`src/rtl/shr_pkg.sv`:
```
// Shared constants for the shift and rotate unit.
// Assumes the data width is a power of two.
package shr_pkg;
    localparam int DATA_W = 16;
endpackage

```
`src/rtl/shr_cell.sv`:
```
// One AND-OR select cell: q = (s0 & x) | (s1 & y).
// Assumes the control never raises both selects at once. Both low gives zero.
module shr_cell (
    input  logic x_i,
    input  logic y_i,
    input  logic s0_i,
    input  logic s1_i,
    output logic q_o
);
    // Two-pair select
    assign q_o = (s0_i & x_i) | (s1_i & y_i);
endmodule

```
`src/rtl/shr_stage.sv`:
```
// One array stage of W cells. The x input of cell i is d[i].
// The y input comes from DIST places away: from above for a right stage,
// from below for a left stage, wrapping around the word ends.
module shr_stage #(
    parameter int W     = shr_pkg::DATA_W,
    parameter int DIST  = 1,
    parameter bit RIGHT = 1'b0
) (
    input  logic [W-1:0] d_i,
    input  logic [W-1:0] s0_i,
    input  logic [W-1:0] s1_i,
    output logic [W-1:0] q_o
);
    for (genvar i = 0; i < W; i++) begin : g_cell
        localparam int YI = RIGHT ? ((i + DIST) % W) : ((i + W - DIST) % W);
        shr_cell u_cell (
            .x_i  (d_i[i]),
            .y_i  (d_i[YI]),
            .s0_i (s0_i[i]),
            .s1_i (s1_i[i]),
            .q_o  (q_o[i])
        );
    end
endmodule

```
`src/rtl/shr_ctrl.sv`:
```
// Control decoder. It turns the command into one select pair per cell.
// Stage 0 is the right-by-one stage. Stage k (k >= 1) moves left by 2^(k-1).
// A right move of n > 0 is done as right-by-one, then a left rotate by
// (1 - n) mod W. For a right shift, stage 0 clears the bits that would wrap.
// All selects are low while eval_phase is low.
module shr_ctrl #(
    parameter int W    = shr_pkg::DATA_W,
    parameter int AW   = $clog2(W),
    parameter int NSTG = AW + 1
) (
    input  logic                      eval_phase,
    input  logic [AW+1:0]             cmd,
    output logic [NSTG-1:0][W-1:0]    sel0,
    output logic [NSTG-1:0][W-1:0]    sel1
);
    logic [AW-1:0] amt;
    logic          dir_r;
    logic          rot;
    logic          right_nz;
    logic [AW-1:0] lamt;

    // Split the command and work out the amount the left stages apply
    always_comb begin
        amt      = cmd[AW-1:0];
        dir_r    = cmd[AW];
        rot      = cmd[AW+1];
        right_nz = dir_r && (amt != '0);
        if (right_nz)
            lamt = AW'(1) - amt;
        else if (dir_r)
            lamt = '0;
        else
            lamt = amt;
    end

    // Per-cell select pairs; none are raised during precharge
    always_comb begin
        sel0 = '0;
        sel1 = '0;
        if (eval_phase) begin
            for (int i = 0; i < W; i++) begin
                if (right_nz)
                    sel1[0][i] = rot || ((i >= int'(amt) - 1) && (i <= W - 2));
                else
                    sel0[0][i] = 1'b1;
            end
            for (int k = 1; k < NSTG; k++) begin
                for (int i = 0; i < W; i++) begin
                    if (!lamt[k-1])
                        sel0[k][i] = 1'b1;
                    else
                        sel1[k][i] = (i >= (1 << (k - 1))) || rot || right_nz;
                end
            end
        end
    end
endmodule

```
`src/rtl/shift_rotate_unit.sv`:
```
// Top of the shift and rotate unit: control decoder, a five-stage select
// array and a result register. result loads on every edge in evaluate.
// result_valid strobes once after evaluate ends.
// Assumes that cmd and data_in are held steady during evaluate.
module shift_rotate_unit #(
    parameter int W    = shr_pkg::DATA_W,
    parameter int AW   = $clog2(W),
    parameter int NSTG = AW + 1
) (
    input  logic          clk,
    input  logic          rst_n,
    input  logic          eval_phase,
    input  logic [AW+1:0] cmd,
    input  logic [W-1:0]  data_in,
    output logic [W-1:0]  array_out,
    output logic [W-1:0]  result,
    output logic          result_valid
);
    logic [NSTG-1:0][W-1:0] sel0;
    logic [NSTG-1:0][W-1:0] sel1;
    logic [W-1:0]           lvl [NSTG+1];
    logic [W-1:0]           result_q;
    logic                   valid_q;
    logic                   phase_q;

    shr_ctrl #(.W(W), .AW(AW), .NSTG(NSTG)) u_ctrl (
        .eval_phase (eval_phase),
        .cmd        (cmd),
        .sel0       (sel0),
        .sel1       (sel1)
    );

    assign lvl[0] = data_in;

    for (genvar g = 0; g < NSTG; g++) begin : g_stage
        localparam int  DIST  = (g == 0) ? 1 : (1 << (g - 1));
        localparam bit  RIGHT = (g == 0);
        shr_stage #(.W(W), .DIST(DIST), .RIGHT(RIGHT)) u_stage (
            .d_i  (lvl[g]),
            .s0_i (sel0[g]),
            .s1_i (sel1[g]),
            .q_o  (lvl[g+1])
        );
    end

    assign array_out = lvl[NSTG];

    // Capture during evaluate, hold otherwise, strobe once evaluate ends
    always_ff @(posedge clk) begin
        if (!rst_n) begin
            result_q <= '0;
            valid_q  <= 1'b0;
            phase_q  <= 1'b0;
        end else begin
            phase_q <= eval_phase;
            valid_q <= phase_q & ~eval_phase;
            if (eval_phase)
                result_q <= array_out;
        end
    end

    assign result       = result_q;
    assign result_valid = valid_q;
endmodule

```
`config.mk`:
```
export PLATFORM = sky130hd
export DESIGN_NAME = shift_rotate_unit
export DESIGN_NICKNAME = d
export VERILOG_FILES = /design/src/rtl/shr_pkg.sv /design/src/rtl/shr_cell.sv /design/src/rtl/shr_stage.sv /design/src/rtl/shr_ctrl.sv /design/src/rtl/shift_rotate_unit.sv
export SDC_FILE = /design/constraint.sdc
export NUM_CORES = 1
export LEC_CHECK = 0
export BUFFER_PORTS_ARGS = -buffer_cell sky130_fd_sc_hd__buf_4
export CELL_PAD_IN_SITES_DETAIL_PLACEMENT = 0
export CELL_PAD_IN_SITES_GLOBAL_PLACEMENT = 2
export CORE_ASPECT_RATIO = 2
export CORE_MARGIN = 2
export CORE_UTILIZATION = 33
export CTS_CLUSTER_DIAMETER = 80
export DETAILED_ROUTE_END_ITERATION = 6
export PLACE_DENSITY_LB_ADDON = 0.1
export SETUP_SLACK_MARGIN = 0.15
export SLEW_MARGIN = 20
export SYNTH_ARGS = -nofsm -noshare
export SYNTH_HDL_FRONTEND = slang
export SYNTH_SLANG_ARGS = --single-unit
```
`constraint.sdc`:
```
create_clock -name clk -period 9.3 [get_ports clk]
set_clock_uncertainty 0.1 [all_clocks]
set_input_delay 0.465 -clock clk [delete_from_list [all_inputs] [get_ports clk]]
set_output_delay 0.465 -clock clk [all_outputs]
set_load 0.02 [all_outputs]
```
* After elaboration in Yosys (flattened, before gate mapping)
Index checks and enable logic that the tools add are counted.
** Storage, ports and cells
- Register bits :: 18
- Input bits :: 25
** Operators by class
- Add/subtract/negate cells :: 2
- Magnitude comparators :: 15
- Mux-type cells :: 33
- Bitwise logic cells :: 242
- Reductions and logical operators :: 18
** Operators with widths (count)
- $ge A5 B32 Y1 const A :: 7
- $and A1 B1 Y1 :: 161
- $mux W80 :: 2
- $ge A4 B32 Y1 const A :: 4
- $or A1 B1 Y1 :: 80
- $ge A3 B32 Y1 const A :: 2
- $ge A1 B32 Y1 const A :: 1
- $ge A2 B32 Y1 const A :: 1
- $mux W1 :: 29
- $logic_or A1 B1 Y1 :: 16
- $mux W4 :: 2
- $sub A4 B1 Y5 const B :: 1
- $reduce_bool A4 Y1 :: 1
- $sub A1 B4 Y4 const A :: 1
- $logic_and A1 B1 Y1 :: 1
- $not A1 Y1 :: 1

* Longest topological paths before layout
Gate-level depths: netlist of run 1.
- Depth after elaboration :: 15
- Mapped depth :: 15

* Cells and area by module
Synthesis of run 1 repeated with hierarchy kept, for this count alone.
** Unflattened totals
- Cell total of the unflattened synthesis :: 362
- Area total of the unflattened synthesis :: 2976.6 um2
** Modules (own cells, without submodules)
- shr_ctrl :: times used 1, cells an instance 226, area each 1605.3 um2, seq. area each 0.0 um2
- shr_cell :: times used 80, cells an instance 1, area each 8.8 um2, seq. area each 0.0 um2
- shift_rotate_unit :: times used 1, cells an instance 56, area each 670.6 um2, seq. area each 360.3 um2

* Worst setup path before layout of run 1
Ideal clock, no wire load.
- Path type :: input to output
- From :: in cmd[1]
- To :: out array_out[14]
- Arrival :: 3.360 ns
- Slack :: 5.375 ns
- Cell stages on the path :: 14
- Path buffers :: 5
- Path through :: inv_1 > clkbuf_1 > ha_1 > buf_6 > or3b_1 > buf_2 > buf_2 > a21oi_1 > o21ai_0 > o31ai_1 > mux2_2 > o221ai_1 > a31o_2 > buf_4
** Between the ends
- Cells in the longest elaborated chain, start to end :: 15
- Elaborated cells between the ends (all ways) :: 158
- Those cells by class :: add/sub: 2; order compare: 15; mux: 30; bitwise: 93; reduce/logical: 18
** RTL lines
- start, declared :: line shift_rotate_unit.sv:13 : input logic [AW+1:0] cmd,
- $sub A4 B1 Y5 :: line shr_ctrl.sv:43 : sel1[0][i] = rot || ((i >= int'(amt) - 1) && (i <= W - 2));
- $ge A5 B32 Y1 (tied with other cells) :: line shr_ctrl.sv:43
- $logic_or A1 B1 Y1 :: line shr_ctrl.sv:43
- $mux W1 :: line shr_ctrl.sv:42 : if (right_nz)
- $mux W80 :: line shr_ctrl.sv:40 : if (eval_phase) begin
- $and A1 B1 Y1 :: line shr_cell.sv:11 : assign q_o = (s0_i & x_i) | (s1_i & y_i);
- $or A1 B1 Y1 :: line shr_cell.sv:11
- $and A1 B1 Y1 :: line shr_cell.sv:11
- $or A1 B1 Y1 :: line shr_cell.sv:11
- $and A1 B1 Y1 :: line shr_cell.sv:11
- $or A1 B1 Y1 :: line shr_cell.sv:11
- $and A1 B1 Y1 :: line shr_cell.sv:11
- $or A1 B1 Y1 :: line shr_cell.sv:11
- $and A1 B1 Y1 :: line shr_cell.sv:11
- $or A1 B1 Y1 (*) :: line shr_cell.sv:11
- end, declared :: line shift_rotate_unit.sv:15 : output logic [W-1:0] array_out,
Mark *: on every way between the ends. The rest lies on a longest branch, timed or not.

* Final worst setup path of run 1
- From :: in cmd[1]
- To :: out array_out[8]
The elaborated chain is that of the path after synthesis.

==> results of run 1 <==
## Yosys cell counts, types with 5 or more instances
cell type / count / area (um^2)
clkbuf_1: 13 / 48.8
a21oi_1: 34 / 170
nand3_1: 18 / 90.1
nor3_1: 7 / 35.0
buf_4: 20 / 150
buf_2: 6 / 30.0
o211ai_1: 8 / 60.1
nor2_1: 22 / 82.6
ha_1: 7 / 87.6
nand2b_1: 10 / 62.6
mux2i_1: 10 / 100
a211oi_1: 5 / 37.5
o221ai_1: 8 / 70.1
inv_1: 10 / 37.5
dfxtp_1: 18 / 360
o21ai_0: 12 / 60.1
nand2_1: 31 / 116
and2_1: 5 / 31.3
a31oi_1: 8 / 50.1
or3_1: 6 / 37.5
o22ai_1: 13 / 81.3
## flip-flops by register name, indices dropped and copies added, names as in the netlist
signal        flops
phase_q           1
result_valid      1
result           16
## worst min path at each step
stage	end	cells past startpoint	slack (ps)
4_1_cts	result[8]	2	350
6_report	result[8]	2	350
3_3_place_gp	result[0]	1	340
5_1_grt	result[8]	2	360
2_1_floorplan	result_valid	1	340
3_5_place_dp	result[5]	2	360
## layer usage
layer,share of wire (%),up-vias
met5,0,-
met4,6.1,0
met3,3.7,34
met2,55,139
met1,35,1435
li1,-,1468
## critical path, delay by kind of cell
family | cells | cell delay [ps]
muxes | 2 | 750
buffers and inverters | 4 | 1170
adders and majority gates | 1 | 520
AOI/OAI and AO/OA | 3 | 1240
and+or+nand+nor | 2 | 370
## kinds of logic after synthesis
| logic type | Yosys count | synth area share, % |
|---|---|---|
| AND/OR/NAND/NOR | 126 | 24.4 |
| adder cells (fa/ha/maj) | 7 | 3.27 |
| multiplexers | 15 | 7.52 |
| AO/OA/AOI/OAI | 146 | 38.5 |
| XOR/XNOR | 5 | 1.92 |
| flip-flops | 18 | 13.5 |
| buffers and inverters | 52 | 10.9 |
## power by group
| group | switching [W] | internal, W | total, W | leakage [nW] |
|---|---|---|---|---|
| Combinational | 0.000119 | 0.0000721 | 0.000191 | 1.04 |
| Clock | 0.0000324 | 0.0000656 | 0.0000980 | 0.0442 |
| Sequential | 0.00000328 | 0.0000834 | 0.0000867 | 0.147 |
## stage by stage
stage | setup slack, ps | utilization [%] | std cells
3_3_place_gp | 4330 | 38.2 | 485
2_1_floorplan | 5370 | - | 369
4_1_cts | 4220 | 39.3 | 489
6_report | 4200 | 39.3 | 489
5_1_grt | 3960 | 39.3 | 489
3_5_place_dp | 4220 | 38.2 | 485
## layout make-up
class	instances	share of cell area, %
sequential	18	11.6
timing repair buffer	62	15.0
inverter	10	1.21
clock buffer	4	2.87
tap	96	3.88
multi-input combinational	299	65.4
==> flow_summary.ini, run 1 <==
[clocking]
ctsHoldBuffers = 0
clkTransAtPathRegs_ps = 50
clockBufferDepth = 2
clk_latency_ps = 260
cts_resized = 0
cts_root_buf = clkbuf_16
numCtsBuffers = 3
cts.sinks = 18
post_cts_buffers = 0
tritoncts = done
h-tree-depth = 1

[floorplanning]
die_y_um = 131
dieWidth_um = 67.7
rows = 46
dieArea_um2 = 8900
start_util_pct = 34.0
ioPinCount = 58
core_area_um2 = 7890

[synthesis]
ys.flop_type = dfxtp_1
syn_nets = 401
synth_edf_count = 0
synth.ff_latch_count = 18
synth.cell_area_um2 = 2680
syn_inst = 369
postSynth.asyncResetShare_pct = 0
ys_seq_area_share_pct = 13.5
yosysWarnings = 0
ys_types = 71
synth.avg_cell_area_um2 = 7.26

[sta]
slew_viol_final = 0
setup_viol = 0
hold_violations = 0
fin_tns_setup_ps = 0
slew_headroom_pct = 34.8
rsz0062_at_grt = false
hold_slack_ps = 348
min_period_ps = 5100
worst_pin_slew_ps = 972
fmax_mhz = 196
fin_crit_sh_pct = 54.8

[routing]
drtPass1Iterations = 5
wl_um = 10700
post_drt_wl_per_cell_um = 21.9
vias_per_cell = 6.29
num_vias = 3076
detail-route-antenna-nets = 0
drt_iter0_markers = 194
drcViolationCount = 0

[layout]
fill_cells = 850
final_common_cell = buf_4
seqCellArea_um2 = 360
finalInstanceArea_um2 = 3100
n_antenna_cell = 0
area_growth_pct = 15.6
final_layout_size_suffix_gt1_share_pct = 21.6
final_cell_mix = buf_4 (62), a21oi_1 (34), nand2_1 (31), nor2_1 (22)
nets = 426
multi_input_area_um2 = 2030

[setup_path]
critical_path.max_stage_delay_ps = 720
crit_path_max_fanout = 18
crit_path_frequent_cell = buf_4
endpoint = array_out[8]
rrSetupSlack_ps = 8290
r2r_cells = 3
cp-start-kind = input pin
cp.arrival_ps = 4530
worstSetupEndpointType = primary output
path_class = input pin to primary output
r2r-start = result[12]
critPathRequiredTime_ps = 8740
cp-startpoint = cmd[1]
crit_chain = buf_4 > inv_1 > ha_1 > nor3b_4 > buf_4 > nor2_2 > a21oi_1 > a21oi_1 > a221o_1 > mux4_2 > mux2i_1 > buf_4
reg2reg_to = result[12]
crit_path_top_delay_cell = a21oi_1

[status]
status = completed

[grt]
grt_pass1_wl_um = 16100
grt_use_met2_pct = 44.6
grt_start_max_net_pins = 33
overflow = 0
grt.total_usage_pct = 24.5
first_global_vias = 2820
grt-busiest-layer = met2
antenna_found_initial = 0
use_met3_pct = 1.11
use_met1_pct = 25.7

[placed_design]
dpl_cell_area_um2 = 3010
buffer_ports.inserted = 57
place.detailed.hpwl_um = 8620
gp_congestion = 0.868

[power_and_ir_drop]
p_per_area_nw_per_um2 = 121
leakagePower_nw = 1.23
power_w = 0.000376
vdd_drop_max_mv = 0.0420

[hold_path]
min_path_type = input pin to register
worstHoldStart = rst_n

[run]
drv_cap = 0
(Power assumes the default switching activity.)
==> run 2: changes to the inputs <==
CORE_UTILIZATION = 28   (was 33)
clock period = 4.3 ns   (was 9.3 ns; I/O delays follow)
==> run 2 against run 1 <==
Compared with the run above: register-to-register slack got worse by 5000 ps; clock power is 96% higher; worst setup slack lost 3700 ps; sequential share of layout area shrank 0.32 points; utilization shrank 5.1 points; global-route usage is 1.8 points lower; total power increased by 120%; non-clock buffer count increased by 12; first-iteration DRC count shrank 47%; final area increased by 2.8%; via count increased by 0.68%; combinational power increased by 130%; critical endpoint is now array_out[14]; largest power group unchanged.
==> flow_summary.ini, run 2 (synthesized netlist as in run 1, its figures left out) <==
[clocking]
tritoncts = done
post_cts_buffers = 0
clkTransAtPathRegs_ps = 50
numCtsBuffers = 3
clockBufferDepth = 2
cts_root_buf = clkbuf_16
clk_latency_ps = 260
cts_resized = 0
ctsHoldBuffers = 0
cts.sinks = 18
h-tree-depth = 1

[floorplanning]
rows = 50
ioPinCount = 58
dieWidth_um = 73.2
die_y_um = 142
start_util_pct = 28.7
core_area_um2 = 9320
dieArea_um2 = 10400

[power_and_ir_drop]
clockPowerShare_pct = 23.7
switching_share_pct = 42.3
p_per_area_nw_per_um2 = 254
intPower_w = 0.000468
p_switching_w = 0.000343
combPwrFrac_pct = 53.2
vdd_drop_max_mv = 0.115
leakagePower_nw = 1.28
pwr-share-seq_pct = 23.1

[grt]
grt.total_usage_pct = 22.8
grt_start_max_net_pins = 32
overflow = 0
grt_pass1_wl_um = 17600
first_global_vias = 3084
antenna_found_initial = 0

[setup_path]
path_class = input pin to primary output
crit_path_max_fanout = 17
cp-startpoint = cmd[1]
r2r-start = result[12]
cp.arrival_ps = 3460
worstSetupEndpointType = primary output
critPathRequiredTime_ps = 3980
cp-start-kind = input pin

[sta]
hold_violations = 0
fin_crit_sh_pct = 87.8
fin_tns_setup_ps = 0
timing.final.ws_setup_ps = 524
worst_pin_slew_ps = 689
slew_headroom_pct = 53.7
rsz0062_at_grt = false
hold_slack_ps = 101
slew_viol_final = 0
min_period_ps = 3780
setup_viol = 0
fmax_mhz = 265

[hold_path]
worstHoldStart = rst_n
min_path_type = input pin to register

[routing]
vias_per_cell = 6.10
drcViolationCount = 0
drt_iter0_markers = 103
num_vias = 3097
drtPass1Iterations = 4
post_drt_wl_per_cell_um = 23.1
detail-route-antenna-nets = 0
wl_um = 11700

[run]
drv_cap = 0

[layout]
area_growth_pct = 18.9
finalInstanceArea_um2 = 3180
nets = 438
largest_reg_flops = 16
final_layout_size_suffix_gt1_share_pct = 23.8
n_antenna_cell = 0
final_common_cell = buf_4
final_cell_mix = buf_4 (74), a21oi_1 (34), nand2_1 (31), nor2_1 (22)

[status]
status = completed

[placed_design]
buffer_ports.inserted = 57
place.detailed.hpwl_um = 9900
dpl_cell_area_um2 = 3110
gp_congestion = 0.926
place_ws_ps = 527
[run 2: final cells by class]
| class | count | area [um^2] |
|---|---|---|
| inverters | 10 | 37.5 |
| well taps | 104 | 130 |
| flip-flops and latches | 18 | 360 |
| multi-input cells | 299 | 2030 |
| repair buffers | 74 | 556 |
| clock buffers | 3 | 75.1 |
| fillers | 1035 | 6140 |
[run 2: per-stage QoR]
| stage | util (%) | instances | total power [W] |
|---|---|---|---|
| floorplan | - | 369 | 0.000481 |
| global placement | 33.4 | 505 | 0.000623 |
| detailed placement | 33.4 | 505 | 0.000622 |
| CTS | 34.2 | 508 | 0.000813 |
| global route | 34.2 | 508 | 0.000847 |
| finish | 34.2 | 508 | 0.000810 |
[run 2: final timing paths]
path	slack [ps]	cells past startpoint	endpoint
max	520	11	array_out[14]
min	100	2	result[8]
max reg2reg	3300	3	result[12]
min reg2reg	360	1	result[0]
[run 2: critical path, stage by stage]
cell	delay (ps)
buf_4	180
inv_1	190
ha_1	220
or3b_1	550
nand2_2	310
nor4_1	120
o31ai_1	630
mux2_2	340
o221ai_1	220
a31o_2	330
buf_4	150
[run 2: power groups by stage]
stage	Combinational, W	Clock, W	Sequential, W
4_1_cts	0.000432	0.000194	0.000188
5_1_grt	0.000462	0.000197	0.000189
6_report	0.000431	0.000192	0.000187
3_3_place_gp	0.000432	0	0.000191
3_5_place_dp	0.000431	0	0.000191
2_1_floorplan	0.000275	0	0.000206
[run 2: per-layer routing]
layer | wire [um] | global-route usage, %
met5 | 0 | 0
met3 | 355 | 1.35
met1 | 3780 | 20.0
met2 | 6790 | 45.8
met4 | 815 | 15.5
